### src/rtl/uart_brg_pkg.sv
package uart_brg_pkg;
  localparam int MAX_DATA = 9;
  localparam int FRAME_W  = 13;
  localparam int OVS      = 16;
  localparam int CNT_W    = $clog2(OVS);
  localparam int PRE_W    = 5;

  typedef enum logic [1:0] {RX_IDLE, RX_START, RX_BITS} rx_state_e;

  function automatic logic [3:0] data_bits(input logic [1:0] len);
    case (len)
      2'd0:    return 4'd7;
      2'd2:    return 4'd9;
      default: return 4'd8;
    endcase
  endfunction
endpackage

### src/rtl/uart_brg_gen.sv
module uart_brg_gen
  import uart_brg_pkg::*;
#(
  parameter int DIV_W = 8
) (
  input  logic             clk_i,
  input  logic             rst_ni,
  input  logic [1:0]       clk_sel_i,
  input  logic [DIV_W-1:0] div_i,
  output logic             ovf_o
);
  logic [PRE_W-1:0] pre_q, mask;
  logic [DIV_W-1:0] brg_q;
  logic             src_tick;

  always_comb begin
    case (clk_sel_i)
      2'd0:    mask = PRE_W'(0);
      2'd1:    mask = PRE_W'(1);
      2'd2:    mask = PRE_W'(7);
      default: mask = PRE_W'(31);
    endcase
  end

  assign src_tick = (pre_q & mask) == mask;
  assign ovf_o    = src_tick && (brg_q == '0);

  always_ff @(posedge clk_i or negedge rst_ni) begin
    if (!rst_ni) begin
      pre_q <= '0;
      brg_q <= '0;
    end else begin
      pre_q <= pre_q + 1'b1;
      if (src_tick) brg_q <= (brg_q == '0) ? div_i : brg_q - 1'b1;
    end
  end
endmodule

### src/rtl/uart_brg_tx.sv
module uart_brg_tx
  import uart_brg_pkg::*;
(
  input  logic                clk_i,
  input  logic                rst_ni,
  input  logic                ovf_i,
  input  logic [3:0]          nbits_i,
  input  logic                par_en_i,
  input  logic                par_odd_i,
  input  logic                stop2_i,
  input  logic [MAX_DATA-1:0] data_i,
  input  logic                we_i,
  input  logic                hold_i,
  output logic                tx_o,
  output logic                busy_o
);
  logic [MAX_DATA-1:0] buf_q, dmask;
  logic [FRAME_W-1:0]  sh_q, frame;
  logic [3:0]          left_q, n_total;
  logic [CNT_W-1:0]    sub_q;
  logic                full_q, wait_q, act_q, tx_q, par;

  assign dmask   = ~({MAX_DATA{1'b1}} << nbits_i);
  assign par     = par_odd_i ^ (^(buf_q & dmask));
  assign n_total = 4'd2 + nbits_i + {3'b0, par_en_i} + {3'b0, stop2_i};

  always_comb begin
    frame    = '1;
    frame[0] = 1'b0;
    for (int i = 0; i < MAX_DATA; i++)
      if (i < int'(nbits_i)) frame[1+i] = buf_q[i];
    if (par_en_i) frame[int'(nbits_i)+1] = par;
  end

  always_ff @(posedge clk_i or negedge rst_ni) begin
    if (!rst_ni) begin
      buf_q  <= '0;
      sh_q   <= '1;
      left_q <= '0;
      sub_q  <= '0;
      full_q <= 1'b0;
      wait_q <= 1'b0;
      act_q  <= 1'b0;
      tx_q   <= 1'b1;
    end else begin
      if (we_i && !busy_o) begin
        buf_q  <= data_i;
        full_q <= 1'b1;
        wait_q <= 1'b0;
      end else if (full_q && ovf_i) begin
        // first overflow only arms; start needs the second one
        if (!wait_q) wait_q <= 1'b1;
        else if (!hold_i) begin
          sh_q   <= frame;
          tx_q   <= 1'b0;
          left_q <= n_total - 4'd1;
          sub_q  <= '0;
          act_q  <= 1'b1;
          full_q <= 1'b0;
        end
      end
      if (act_q && ovf_i) begin
        sub_q <= sub_q + 1'b1;
        if (sub_q == CNT_W'(OVS-1)) begin
          if (left_q == '0) begin
            act_q <= 1'b0;
            tx_q  <= 1'b1;
          end else begin
            sh_q   <= sh_q >> 1;
            tx_q   <= sh_q[1];
            left_q <= left_q - 4'd1;
          end
        end
      end
    end
  end

  assign tx_o   = tx_q;
  assign busy_o = full_q | act_q;
endmodule

### src/rtl/uart_brg_rx.sv
module uart_brg_rx
  import uart_brg_pkg::*;
(
  input  logic                clk_i,
  input  logic                rst_ni,
  input  logic                ovf_i,
  input  logic                rx_i,
  input  logic                en_i,
  input  logic [3:0]          nbits_i,
  input  logic                par_en_i,
  input  logic                stop2_i,
  input  logic                read_i,
  output logic [MAX_DATA-1:0] data_o,
  output logic                full_o,
  output logic                ovr_o,
  output logic                ferr_o
);
  rx_state_e           st_q;
  logic [1:0]          sync_q;
  logic [3:0]          idx_q, last;
  logic [CNT_W-1:0]    cnt_q;
  logic [MAX_DATA-1:0] sh_q, data_q;
  logic                full_q, ovr_q, ferr_q, ferr_cur_q, rxs;

  assign rxs  = sync_q[1];
  assign last = nbits_i + {3'b0, par_en_i} + {3'b0, stop2_i};

  always_ff @(posedge clk_i or negedge rst_ni) begin
    if (!rst_ni) begin
      st_q       <= RX_IDLE;
      sync_q     <= 2'b11;
      idx_q      <= '0;
      cnt_q      <= '0;
      sh_q       <= '0;
      data_q     <= '0;
      full_q     <= 1'b0;
      ovr_q      <= 1'b0;
      ferr_q     <= 1'b0;
      ferr_cur_q <= 1'b0;
    end else begin
      sync_q <= {sync_q[0], rx_i};
      if (read_i) full_q <= 1'b0;
      if (!en_i) begin
        st_q   <= RX_IDLE;
        ovr_q  <= 1'b0;
        ferr_q <= 1'b0;
      end else if (ovf_i) begin
        case (st_q)
          RX_IDLE: if (!rxs) begin
            st_q  <= RX_START;
            cnt_q <= '0;
          end
          RX_START: begin
            if (cnt_q == CNT_W'(OVS/2-1)) begin
              if (!rxs) begin
                st_q       <= RX_BITS;
                cnt_q      <= '0;
                idx_q      <= '0;
                sh_q       <= '0;
                ferr_cur_q <= 1'b0;
              end else st_q <= RX_IDLE;
            end else cnt_q <= cnt_q + 1'b1;
          end
          default: begin
            if (cnt_q == CNT_W'(OVS-1)) begin
              cnt_q <= '0;
              idx_q <= idx_q + 4'd1;
              if (idx_q < nbits_i) sh_q[idx_q] <= rxs;
              if (idx_q >= nbits_i + {3'b0, par_en_i} && !rxs) ferr_cur_q <= 1'b1;
              // overrun decided one bit ahead of the last stop bit
              if (idx_q == last - 4'd1 && full_q && !read_i) ovr_q <= 1'b1;
              if (idx_q == last) begin
                st_q <= RX_IDLE;
                if (ferr_cur_q || !rxs) ferr_q <= 1'b1;
                if (!full_q || read_i) begin
                  data_q <= sh_q;
                  full_q <= 1'b1;
                end
              end
            end else cnt_q <= cnt_q + 1'b1;
          end
        endcase
      end
    end
  end

  assign data_o = data_q;
  assign full_o = full_q;
  assign ovr_o  = ovr_q;
  assign ferr_o = ferr_q;
endmodule

### src/rtl/uart_brg_xcvr.sv
module uart_brg_xcvr
  import uart_brg_pkg::*;
#(
  parameter int DIV_W = 8
) (
  input  logic                clk_i,
  input  logic                rst_ni,
  input  logic [1:0]          clk_sel_i,
  input  logic [DIV_W-1:0]    brg_div_i,
  input  logic [1:0]          data_len_i,
  input  logic                parity_en_i,
  input  logic                parity_odd_i,
  input  logic                stop2_i,
  input  logic [MAX_DATA-1:0] tx_data_i,
  input  logic                tx_we_i,
  output logic                tx_o,
  output logic                tx_busy_o,
  input  logic                cts_en_i,
  input  logic                cts_i,
  input  logic                rx_en_i,
  input  logic                rx_i,
  input  logic                rx_read_i,
  output logic [MAX_DATA-1:0] rx_data_o,
  output logic                rx_valid_o,
  input  logic                rts_en_i,
  output logic                rts_o,
  output logic                overrun_o,
  output logic                frame_err_o
);
  logic       ovf;
  logic [3:0] nbits;

  assign nbits = data_bits(data_len_i);

  uart_brg_gen #(.DIV_W(DIV_W)) brg_i (
    .clk_i     (clk_i),
    .rst_ni    (rst_ni),
    .clk_sel_i (clk_sel_i),
    .div_i     (brg_div_i),
    .ovf_o     (ovf)
  );

  uart_brg_tx tx_i (
    .clk_i     (clk_i),
    .rst_ni    (rst_ni),
    .ovf_i     (ovf),
    .nbits_i   (nbits),
    .par_en_i  (parity_en_i),
    .par_odd_i (parity_odd_i),
    .stop2_i   (stop2_i),
    .data_i    (tx_data_i),
    .we_i      (tx_we_i),
    .hold_i    (cts_en_i & cts_i),
    .tx_o      (tx_o),
    .busy_o    (tx_busy_o)
  );

  uart_brg_rx rx_i_u (
    .clk_i    (clk_i),
    .rst_ni   (rst_ni),
    .ovf_i    (ovf),
    .rx_i     (rx_i),
    .en_i     (rx_en_i),
    .nbits_i  (nbits),
    .par_en_i (parity_en_i),
    .stop2_i  (stop2_i),
    .read_i   (rx_read_i),
    .data_o   (rx_data_o),
    .full_o   (rx_valid_o),
    .ovr_o    (overrun_o),
    .ferr_o   (frame_err_o)
  );

  assign rts_o = rts_en_i & rx_valid_o;
endmodule

### config.mk
export PLATFORM = sky130hd
export DESIGN_NAME = uart_brg_xcvr
export DESIGN_NICKNAME = d
export VERILOG_FILES = /design/src/rtl/uart_brg_pkg.sv /design/src/rtl/uart_brg_gen.sv /design/src/rtl/uart_brg_tx.sv /design/src/rtl/uart_brg_rx.sv /design/src/rtl/uart_brg_xcvr.sv
export SDC_FILE = /design/constraint.sdc
export NUM_CORES = 1
export LEC_CHECK = 0
export BUFFER_PORTS_ARGS = -buffer_cell sky130_fd_sc_hd__buf_4
export CAP_MARGIN = 15
export CELL_PAD_IN_SITES_DETAIL_PLACEMENT = 0
export CELL_PAD_IN_SITES_GLOBAL_PLACEMENT = 1
export CORE_ASPECT_RATIO = 0.7
export CORE_MARGIN = 8
export CORE_UTILIZATION = 49
export DETAILED_ROUTE_END_ITERATION = 12
export PLACE_DENSITY_LB_ADDON = 0.12
export SLEW_MARGIN = 20
export SYNTH_ARGS = -nofsm -noshare
export SYNTH_HDL_FRONTEND = slang
export SYNTH_SLANG_ARGS = --single-unit
### constraint.sdc
create_clock -name clk_i -period 5.6 [get_ports clk_i]
set_clock_uncertainty 0.05 [all_clocks]
set_input_delay 0.84 -clock clk_i [delete_from_list [all_inputs] [get_ports clk_i]]
set_output_delay 0.84 -clock clk_i [all_outputs]
set_load 0.05 [all_outputs]
==> implementation parameters <==
Parameter                              Value

Route
  Residual DRC count ... 0
  Vias after detailed routing ... 3335
  Wire length per cell after detailed routing ... 15.1 microns
  Via density per instance ... 5.30
  Iter 0 DRT Violations ... 204
  Number of search-and-repair iterations in the first detailed-routing pass ... 4
  WL final ... 9.51 mm
  Antenna Nets Post-Route ... 0

Synthesis
  Predominant post-synthesis flop cell ... sky130_fd_sc_hd__dfrtp_1
  Proportion of synthesized flip-flops having asynchronous set or reset ... 1.00
  Post-Syn Area ... 4420 sq um
  Sequential element share of the synthesized area ... 0.457
  Syn. warnings ... 0
  Register bit count reported by yosys ... 80
  Number of flops mapped to enable cells by yosys ... 0
  Syn Inst Count ... 459
  Mean cell area of the mapped netlist ... 9.64 sq um
  Most instantiated library cell after synthesis ... sky130_fd_sc_hd__nand2_1
  Most numerous cell types in the synthesized netlist ... sky130_fd_sc_hd__nand2_1 (70), sky130_fd_sc_hd__dfrtp_1 (65), sky130_fd_sc_hd__nor2_1 (37)
  Library cell occupying the most area in the post-synthesis netlist ... sky130_fd_sc_hd__dfrtp_1
  Share of the synthesized area in the top cell type ... 0.368
  Post-synthesis cell type count ... 55
  Most area-consuming cells after synthesis ... sky130_fd_sc_hd__dfrtp_1 (37%), sky130_fd_sc_hd__dfstp_2 (8.9%), sky130_fd_sc_hd__ha_1 (7.4%), sky130_fd_sc_hd__nand2_1 (5.9%), sky130_fd_sc_hd__a21oi_1 (3.2%)
  Number of nets in the synthesized netlist ... 518

Worst setup path
  CP Data Required Time ... 5.77 ns
  Data arrival at the endpoint of the critical path ... 3.58 ns
  Worst Setup Path Type ... input pin to flop
  Sort of element at the end of the critical path ... flop
  Worst setup SP type ... input pin
  Ordered list of cells on the worst path ... buf_4, inv_1, ha_1, inv_1, ha_1, inv_1, ha_1, xor2_1, xnor2_1, nand3_1, nor4_2, and3_1, mux2_2
  Peak fanout along the critical path ... 9
  Crit path max-delay cell type ... sky130_fd_sc_hd__and3_1
  Max incr delay on CP ... 0.50 ns

Layout
  Fraction of layout cells with a size suffix above 1 ... 0.190
  Non-filler instance count after layout ... 629
  Post-layout nets ... 559
  Area growth syn-to-layout ... 17.0%
  Total inserted antenna cells ... 0
  Utilization after layout ... 0.580
  Design Area, Final ... 5180 sq um

Floorplan
  Initial Util ... 0.496
  I/O pin cnt ... 48
  Die footprint ... 12400 sq um
  Die Ht ... 95.5 microns
  Floorplan row count ... 29
  Core area ... 8930 sq um
  X dimension of the die ... 130 microns

Placed design
  DP Worst Slack ... 1.84 ns
  HPWL after detailed placement ... 6.83 mm
  Number of placed instances with taps included ... 613
  Global placement routability congestion ... 0.791
  Port buffer count ... 47
  Placement-stage cell area ... 4850 sq um

Clocking
  Post-cts resize count ... 0
  H-tree Lvls ... 3
  CTS max path bufs ... 2
  CTS hold repair buffers ... 0
  Buffers inserted during post-CTS setup optimization ... 0
  Clock buffers created by TritonCTS ... 9
  Clock insertion delay at the later pin of the skew report ... 0.34 ns
  Clock-pin transition on the worst setup and hold timing paths ... 0.06 ns
  Count of clock tree sinks ... 80
  CTS tree ... yes
  CTS Root Buffer Type ... sky130_fd_sc_hd__clkbuf_16

Power and ir drop
  Ratio of total power to cell area ... 342 nW/um^2
  Overall power ... 1.77 mW
  Fraction of power consumed by sequential logic ... 0.415
  P_leak ... 2.44 nW
  Switching power ... 0.508 mW
  Net switching fraction of the power ... 0.287
  Peak VDD IR ... 217 uV
  Relative contribution of the clock network to total power ... 0.359
  Share of total power in combinational logic ... 0.226
  Internal power component ... 1.26 mW

GRT
  Largest net degree at the start of global routing ... 81
  Number of global-route vias before repair ... 3282
  Global-route congestion overflow total ... 0
  M3 GR Usage ... 0.0419
  Initial antenna violation count ... 0
  Busiest metal layer after global routing ... met2
  Wire length of the first global-routing pass ... 16.2 mm
  Global-route track usage on met1 ... 0.226
  Total track usage ... 0.166
  Fraction of met2 tracks used by global routing ... 0.255

STA
  Tcrit/Tclk final ... 0.608
  Measured slew at the worst slew-check pin ... 1.06 ns
  Setup violations, final ... 0
  Remaining max-slew budget at the tightest pin ... 0.293
  F_max ... 0.294 GHz
  Worst hold margin ... 0.304 ns
  Setup WS post-layout ... 2.19 ns
  Final hold violations ... 0
  Final sum of negative setup slack ... 0 ns
  Number of max-slew violations in the final report ... 0
  Unrepaired setup endpoints after global routing ... no
  Final worst path period need ... 3.41 ns

Run
  Number of max-cap violations ... 0

Status
  Status ... complete, no violations

Hold path
  Class of the worst hold path ... flop to flop
## flip-flops by register name (all words and copies together) (netlist names), 4 cells and up
signal	cells
brg_i.brg_q	8
rx_i_u.sh_q	9
brg_i.pre_q	5
tx_i.sh_q	12
tx_i.sub_q	4
tx_i.left_q	4
tx_i.buf_q	9
rx_i_u.idx_q	4
rx_i_u.cnt_q	4
rx_i_u.data_o	9
## metal layers
metal | vias up | share of wire
met5 | - | 0
met4 | 0 | 0.012
met3 | 10 | 0.051
met2 | 59 | 0.42
met1 | 1587 | 0.51
li1 | 1679 | -
## path summary, 6_finish.rpt
path,startpoint,to,slack (ns),cells after the start
worst max-delay path,data_len_i[0],rx_i_u.data_o[4],2.19,13
worst min-delay path,rx_i_u.sync_q[0],rx_i_u.sync_q[1],0.30,0
worst max register to register,brg_i.brg_q[0],tx_i.sh_q[8],2.28,8
worst min register to register,rx_i_u.sync_q[0],rx_i_u.sync_q[1],0.30,0
max in group asynchronous,rst_ni,rx_i_u.cnt_q[1],4.49,1
min in group asynchronous,rst_ni,rx_i_u.data_o[5],0.45,1
## area by class of cell
| cell class | instances | area, sq um |
|---|---|---|
| multi-input combinational | 340 | 2230 |
| tap | 124 | 155 |
| timing repair buffer | 48 | 364 |
| inverter | 21 | 78.8 |
| sequential | 80 | 2020 |
| clock buffer | 11 | 243 |
| fill | 830 | 3750 |
| clock inverter | 5 | 80.1 |
## worst max-delay path: cells and delay by family
| family | cells | cell delay (ns) |
|---|---|---|
| xor+xnor | 2 | 0.39 |
| fa+ha+maj | 3 | 0.67 |
| buf+inv | 4 | 0.34 |
| mux | 1 | 0.39 |
| simple gates | 3 | 0.95 |
## cell families (layout without fill, tap and decap cells)
kind of cell               after synthesis  count (layout)  synth area share
AOI/OAI and AO/OA                       86              86             0.121
xor gates and xnor gates                24              24            0.0506
adders and majority gates               26              26            0.0735
buffers and inverters                   39              85            0.0379
DFF                                     80              80             0.457
muxes                                   25              25            0.0600
and+or+nand+nor                        179             179             0.200
## power by group through the flow
stage	registers, mW	logic [mW]	clock network, mW
after floorplan	0.731	0.311	0
after global placement	0.741	0.394	0
after detailed placement	0.745	0.402	0
after CTS	0.734	0.406	0.651
after global routing	0.747	0.453	0.670
final	0.735	0.400	0.636
## placed cells by master (no fill, tap or decap), drive strengths merged, types with 11 or more instances in the layout
master / netlist / layout
mux2: 12 / 12
ha: 26 / 26
dfrtp: 65 / 65
o21ai: 19 / 19
mux2i: 13 / 13
inv: 21 / 21
nand2: 70 / 70
nor2: 38 / 38
clkbuf: 10 / 11
xnor2: 15 / 15
dfstp: 15 / 15
nand3: 22 / 22
buf: 8 / 48
a21oi: 28 / 28
Power figures use the tool's default switching activity.
